==> config.mk <==
export PLATFORM = sky130hd
export DESIGN_NAME = clkdiv_prescaler
export DESIGN_NICKNAME = d
export VERILOG_FILES = /design/src/rtl/clkdiv_pkg.sv /design/src/rtl/clkdiv_unlock.sv /design/src/rtl/clkdiv_counter.sv /design/src/rtl/clkdiv_clkgate.sv /design/src/rtl/clkdiv_prescaler.sv
export SDC_FILE = /design/constraint.sdc
export NUM_CORES = 1
export LEC_CHECK = 0
export ABC_AREA = 1
export CORE_ASPECT_RATIO = 0.75
export CORE_MARGIN = 10
export CORE_UTILIZATION = 25
export DETAILED_ROUTE_END_ITERATION = 8
export GPL_TIMING_DRIVEN = 1
export PLACE_DENSITY_LB_ADDON = 0.15
export SKIP_CTS_REPAIR_TIMING = 1
export SLEW_MARGIN = 20
export SYNTH_ARGS = -nofsm -noshare
export SYNTH_HDL_FRONTEND = slang
export SYNTH_SLANG_ARGS = --single-unit
==> constraint.sdc <==
create_clock -name src_clk -period 1.7 [get_ports src_clk]
set_input_delay 0.51 -clock src_clk [delete_from_list [all_inputs] [get_ports src_clk]]
set_output_delay 0.51 -clock src_clk [all_outputs]
set_load 0.005 [all_outputs]
==> src/rtl/clkdiv_pkg.sv <==
// Package: shared constants and types of the protected clock divider.
// Assumes: all users take their default widths from here.
package clkdiv_pkg;
    localparam int CTRL_W    = 8;   // control word width
    localparam int SEL_W     = 4;   // code field width
    localparam int MAX_SEL   = 8;   // highest legal code (divide by 256)
    localparam int CE_BIT    = 7;   // change-enable flag position
    localparam int WIN_TICKS = 4;   // strobes allowed after the key

    typedef enum logic [0:0] {
        ULK_SHUT = 1'b0,
        ULK_OPEN = 1'b1
    } ulk_state_e;
endpackage

==> src/rtl/clkdiv_unlock.sv <==
// Module: two-step guarded write sequencer.
// Does: accepts the key word, keeps a strobe-counted window open and emits a
//       one-cycle update request with the new code when a legal code arrives.
// Assumes: tick is high for exactly the source cycles that end a divided period.
module clkdiv_unlock
    import clkdiv_pkg::*;
#(
    parameter int CW    = CTRL_W,
    parameter int SW    = SEL_W,
    parameter int MS    = MAX_SEL,
    parameter int CEB   = CE_BIT,
    parameter int WIN   = WIN_TICKS
) (
    input  logic          clk,
    input  logic          rst_n,
    input  logic          tick,
    input  logic          wr_en,
    input  logic [CW-1:0] wr_data,
    output logic          upd_en,
    output logic [SW-1:0] upd_sel
);
    localparam int WW = $clog2(WIN + 1);
    localparam logic [CW-1:0] KEY = CW'(1) << CEB;

    ulk_state_e    state_q, state_n;
    logic [WW-1:0] win_q, win_n;
    logic          take, is_key, legal;

    // Decode the sampled write.
    always_comb begin
        take    = wr_en && tick;
        is_key  = (wr_data == KEY);
        legal   = (int'(wr_data[SW-1:0]) <= MS);
        upd_sel = wr_data[SW-1:0];
    end

    // Next-state logic of the window sequencer.
    always_comb begin
        state_n = state_q;
        win_n   = win_q;
        upd_en  = 1'b0;
        if (tick) begin
            unique case (state_q)
                ULK_SHUT: begin
                    if (take && is_key) begin
                        state_n = ULK_OPEN;
                        win_n   = WW'(WIN);
                    end
                end
                ULK_OPEN: begin
                    if (take) begin
                        if (is_key) begin
                            win_n = WW'(WIN);
                        end else begin
                            state_n = ULK_SHUT;
                            win_n   = '0;
                            upd_en  = !wr_data[CEB] && legal;
                        end
                    end else if (win_q <= WW'(1)) begin
                        state_n = ULK_SHUT;
                        win_n   = '0;
                    end else begin
                        win_n = win_q - WW'(1);
                    end
                end
                default: begin
                    state_n = ULK_SHUT;
                    win_n   = '0;
                end
            endcase
        end
    end

    // State registers with synchronous reset.
    always_ff @(posedge clk) begin
        if (!rst_n) begin
            state_q <= ULK_SHUT;
            win_q   <= '0;
        end else begin
            state_q <= state_n;
            win_q   <= win_n;
        end
    end
endmodule

==> src/rtl/clkdiv_counter.sv <==
// Module: divisor counter and active code register.
// Does: counts down on the source clock, reloads 2^code-1 at each wrap and
//       flags the wrap cycle with a registered strobe; a new code is taken
//       only at a wrap edge so the current interval always finishes.
// Assumes: upd_en is only ever high while tick_q is high.
module clkdiv_counter
    import clkdiv_pkg::*;
#(
    parameter int SW = SEL_W,
    parameter int MS = MAX_SEL
) (
    input  logic          clk,
    input  logic          rst_n,
    input  logic          upd_en,
    input  logic [SW-1:0] upd_sel,
    output logic [SW-1:0] sel_q,
    output logic          tick_q
);
    localparam int CNT_W = (MS < 1) ? 1 : MS;

    logic [CNT_W-1:0] cnt_q, cnt_n, reload;

    // Reload value: ones in the low sel_q bits.
    always_comb begin
        for (int i = 0; i < CNT_W; i++) begin
            reload[i] = (i < int'(sel_q));
        end
    end

    // Next count: wrap to reload at zero, otherwise count down.
    always_comb begin
        cnt_n = (cnt_q == '0) ? reload : cnt_q - CNT_W'(1);
    end

    // Counter, strobe and code registers with synchronous reset.
    always_ff @(posedge clk) begin
        if (!rst_n) begin
            cnt_q  <= '0;
            tick_q <= 1'b1;
            sel_q  <= '0;
        end else begin
            cnt_q  <= cnt_n;
            tick_q <= (cnt_n == '0);
            if (upd_en) begin
                sel_q <= upd_sel;
            end
        end
    end
endmodule

==> src/rtl/clkdiv_clkgate.sv <==
// Module: output clock former.
// Does: passes the source low phase while the registered enable is high,
//       giving one clean pulse per divided period, and optionally copies it
//       to a pin tap.
// Assumes: en_q changes only just after a source rising edge, while the
//          source is high, so the gate output cannot glitch.
module clkdiv_clkgate #(
    parameter bit TAP_EN = 1'b1
) (
    input  logic src_clk,
    input  logic en_q,
    output logic clk_o,
    output logic tap_o
);
    // Gate the low half of the source with the enable.
    always_comb begin
        clk_o = ~src_clk & en_q;
    end

    generate
        if (TAP_EN) begin : g_tap
            // Pin tap follows the gated clock.
            always_comb tap_o = clk_o;
        end else begin : g_no_tap
            // Tap unused: held low.
            always_comb tap_o = 1'b0;
        end
    endgenerate
endmodule

==> src/rtl/clkdiv_prescaler.sv <==
// Module: top of the protected power-of-two clock divider.
// Does: ties the write sequencer, the divisor counter and the output gate
//       together; the strobe doubles as clock enable for the write port.
// Assumes: rst_n is synchronous to src_clk; writes are held until a strobe.
module clkdiv_prescaler
    import clkdiv_pkg::*;
#(
    parameter int CW     = CTRL_W,
    parameter int SW     = SEL_W,
    parameter int MS     = MAX_SEL,
    parameter int CEB    = CE_BIT,
    parameter int WIN    = WIN_TICKS,
    parameter bit TAP_EN = 1'b1
) (
    input  logic          src_clk,
    input  logic          rst_n,
    input  logic          wr_en,
    input  logic [CW-1:0] wr_data,
    output logic          sys_clk,
    output logic          sys_tick,
    output logic          clk_out_tap,
    output logic [SW-1:0] div_sel
);
    logic          upd_en;
    logic [SW-1:0] upd_sel;
    logic          tick_q;

    clkdiv_unlock #(
        .CW (CW), .SW (SW), .MS (MS), .CEB (CEB), .WIN (WIN)
    ) u_unlock (
        .clk     (src_clk),
        .rst_n   (rst_n),
        .tick    (tick_q),
        .wr_en   (wr_en),
        .wr_data (wr_data),
        .upd_en  (upd_en),
        .upd_sel (upd_sel)
    );

    clkdiv_counter #(
        .SW (SW), .MS (MS)
    ) u_counter (
        .clk     (src_clk),
        .rst_n   (rst_n),
        .upd_en  (upd_en),
        .upd_sel (upd_sel),
        .sel_q   (div_sel),
        .tick_q  (tick_q)
    );

    clkdiv_clkgate #(
        .TAP_EN (TAP_EN)
    ) u_gate (
        .src_clk (src_clk),
        .en_q    (tick_q),
        .clk_o   (sys_clk),
        .tap_o   (clk_out_tap)
    );

    // Strobe exported for synchronous logic on the source clock.
    always_comb sys_tick = tick_q;
endmodule

==> results.toml <==
[critical_path]
cp_max_fo = 2
crit_type = "clk -> out"
start_kind = "clock port"
reg2reg_from = "u_counter.cnt_q[0]"
crit_start = "src_clk"
cp_data_required_time_ps = 1190
end_kind = "output port"
rr_worst_depth = 10
critPathArrivalTime_ps = 1260

[placed_design]
dp.cells = 233
place.port_buffers = 17
post_dp_cell_area_um2 = 1370
dp_hpwl_um = 2220
gp_congestion = 0.781
pre_cts_slack_ps = -266

[power_and_ir_drop]
p_leak_nw = 0.728
seq_power_share_pct = 24.6
vdd_drop_max_v = 0.000562
switching_share_pct = 41.5
combPwrFrac_pct = 46.4
power.density_nw_per_um2 = 1500
p_int_mw = 1.32
p_clk_share_pct = 29.0
p_switching_mw = 0.932

[synth]
postSynth.asyncResetShare_pct = 0
synth_top_area_cell = "dfxtp_1"
synthTopCellsByArea = "dfxtp_1, nand2_1, inv_1"
synth_ff_type = "dfxtp_1"
synth_area_um2 = 1070
synthTopCellsByCount = "nand2_1, inv_1, dfxtp_1, nor2_1, nand3_1"
netlist_instances = 154
ys_seq_elements = 17
seq_area_frac_synth_pct = 31.8
synth_edf_count = 0
synth_most_common_cell = "nand2_1"
syn_nets = 169
synth.top_cell.area_share_pct = 31.8
ys_types = 29
synth.avg_cell_area_um2 = 6.95
yosysWarnings = 0

[final_layout]
fin_cells = 241
syn_to_final_growth_pct = 40.5
fill_cells = 434
regArea_um2 = 342
design_area_um2 = 1500
nets = 202
multiInputGateArea_um2 = 658
antenna_cells = 0
drive_above_1_share_pct = 23.1

[timing]
slew_headroom_pct = 73.3
slew_viol_final = 0
hold_violations = 0
fin_skew_ps = 6.92
setup_viol_count_final = 2
fin_tns_setup_ps = -147
setup_ws_ps = -74.6
grt_setup_unrepaired = "yes"
tightestPinTransition_ps = 399
hold_slack_ps = 498

[route]
vias = 1061
wl_met3_um = 217
top_layer_used = "met4"
antenna_left = 0
drt-met1-wl_um = 1410
dr.pass1.iters = 6
wl_um = 2860
drc_errors = 0
via_per_inst = 4.40
dr_wl_met2_um = 1200
wire_per_inst_um = 11.9
first_iter_violations = 67

[global_routing]
overflow = 0
antenna_found_initial = 0
track_usage_pct = 8.85
grt_pass1_vias = 1131
grt_pass1_wl_um = 4920
grt_max_degree = 12

[floorplan]
ios = 18
start_util_pct = 26.2
die_area_um2 = 7320
die_h_um = 76.7
die_x_um = 95.5
core_um2 = 4080
placementRows = 20

[clock_network]
cts_tree = "built"
clkTransAtPathRegs_ps = 70
clk_latency_ps = 350

[min_path]
hold_path.class = "reg -> reg"
hold_path_depth = 2
min_from = "u_counter.sel_q[1]"

[outcome]
outcome = "complete, but fails checks"
violations = "negative setup slack"

[flow_run]
drv_cap = 0
==> state kept, by name (all words and copies together), names as in the netlist <==
name / count
u_counter.cnt_q: 8
u_counter.sel_q: 4
u_unlock.win_q: 3
u_counter.tick_q: 1
u_unlock.state_q: 1
==> cells in the final DEF (no fill, tap or decap), types with 2 or more instances in the layout <==
| master | instances |
|---|---|
| buf_4 | 9 |
| buf_6 | 2 |
| xnor2_1 | 2 |
| nor2_1 | 14 |
| nor2_2 | 5 |
| nor2_4 | 4 |
| inv_1 | 18 |
| nand2_2 | 5 |
| a21oi_1 | 11 |
| nor3_1 | 2 |
| dfxtp_1 | 16 |
| nor3_2 | 2 |
| nand3_1 | 12 |
| nand3_2 | 2 |
| clkbuf_8 | 6 |
| inv_2 | 2 |
| clkdlybuf4s50_1 | 10 |
| ha_1 | 3 |
| nand2_1 | 33 |
| nand4_1 | 3 |
| dlymetal6s2s_1 | 5 |
| o21ai_0 | 6 |
==> critical path, stage by stage <==
cell and delay (ps):
buf_12 100, nor2_4 100, clkbuf_8 130, buf_6 80
==> metrics by stage <==
stage | power [mW] | utilization [%]
after global placement | 1.66 | 33.5
final | 2.25 | 36.8
after detailed placement | 1.66 | 33.5
after CTS | 2.49 | 37.6
after floorplan | 1.40 | -
after global routing | 2.51 | 36.8
==> worst paths after layout <==
path | slack, ps | end
setup / recovery | -70 | clk_out_tap
setup reg to reg | 160 | u_counter.tick_q
hold / removal | 500 | u_counter.sel_q[1]
hold reg to reg | 500 | u_counter.sel_q[1]
==> metal layers <==
metal | vias up | track usage (%)
met1 | 475 | 10.5
met4 | 0 | 5.59
met3 | 2 | 6.32
li1 | 560 | -
met2 | 24 | 10.9
met5 | - | 0
==> cells by family (layout without fill, tap and decap cells) <==
kind of cell               Yosys count  count (layout)  share of synthesized area (%)
DFF                                 17              17                           31.8
AOI/OAI and AO/OA                   22              22                           11.3
and+or+nand+nor                     86              86                           41.6
adders and majority gates            4               4                           4.68
buffers and inverters               22              54                           8.07
xor gates and xnor gates             3               3                           2.46
==> cell type report <==
class | instances | area share [%]
tap | 55 | 4.58
timing repair buffer | 24 | 15.3
inverter | 20 | 5.00
multi-input combinational | 115 | 43.8
clock buffer | 10 | 8.58
sequential | 17 | 22.7
==> power groups by stage <==
stage | sequential (mW) | combinational [mW] | clock [mW]
floorplan | 0.544 | 0.819 | 0.0353
global placement | 0.556 | 1.03 | 0.0684
detailed placement | 0.559 | 1.03 | 0.0684
CTS | 0.550 | 1.04 | 0.896
global route | 0.567 | 1.20 | 0.744
finish | 0.553 | 1.04 | 0.652
(Power assumes the default switching activity.)
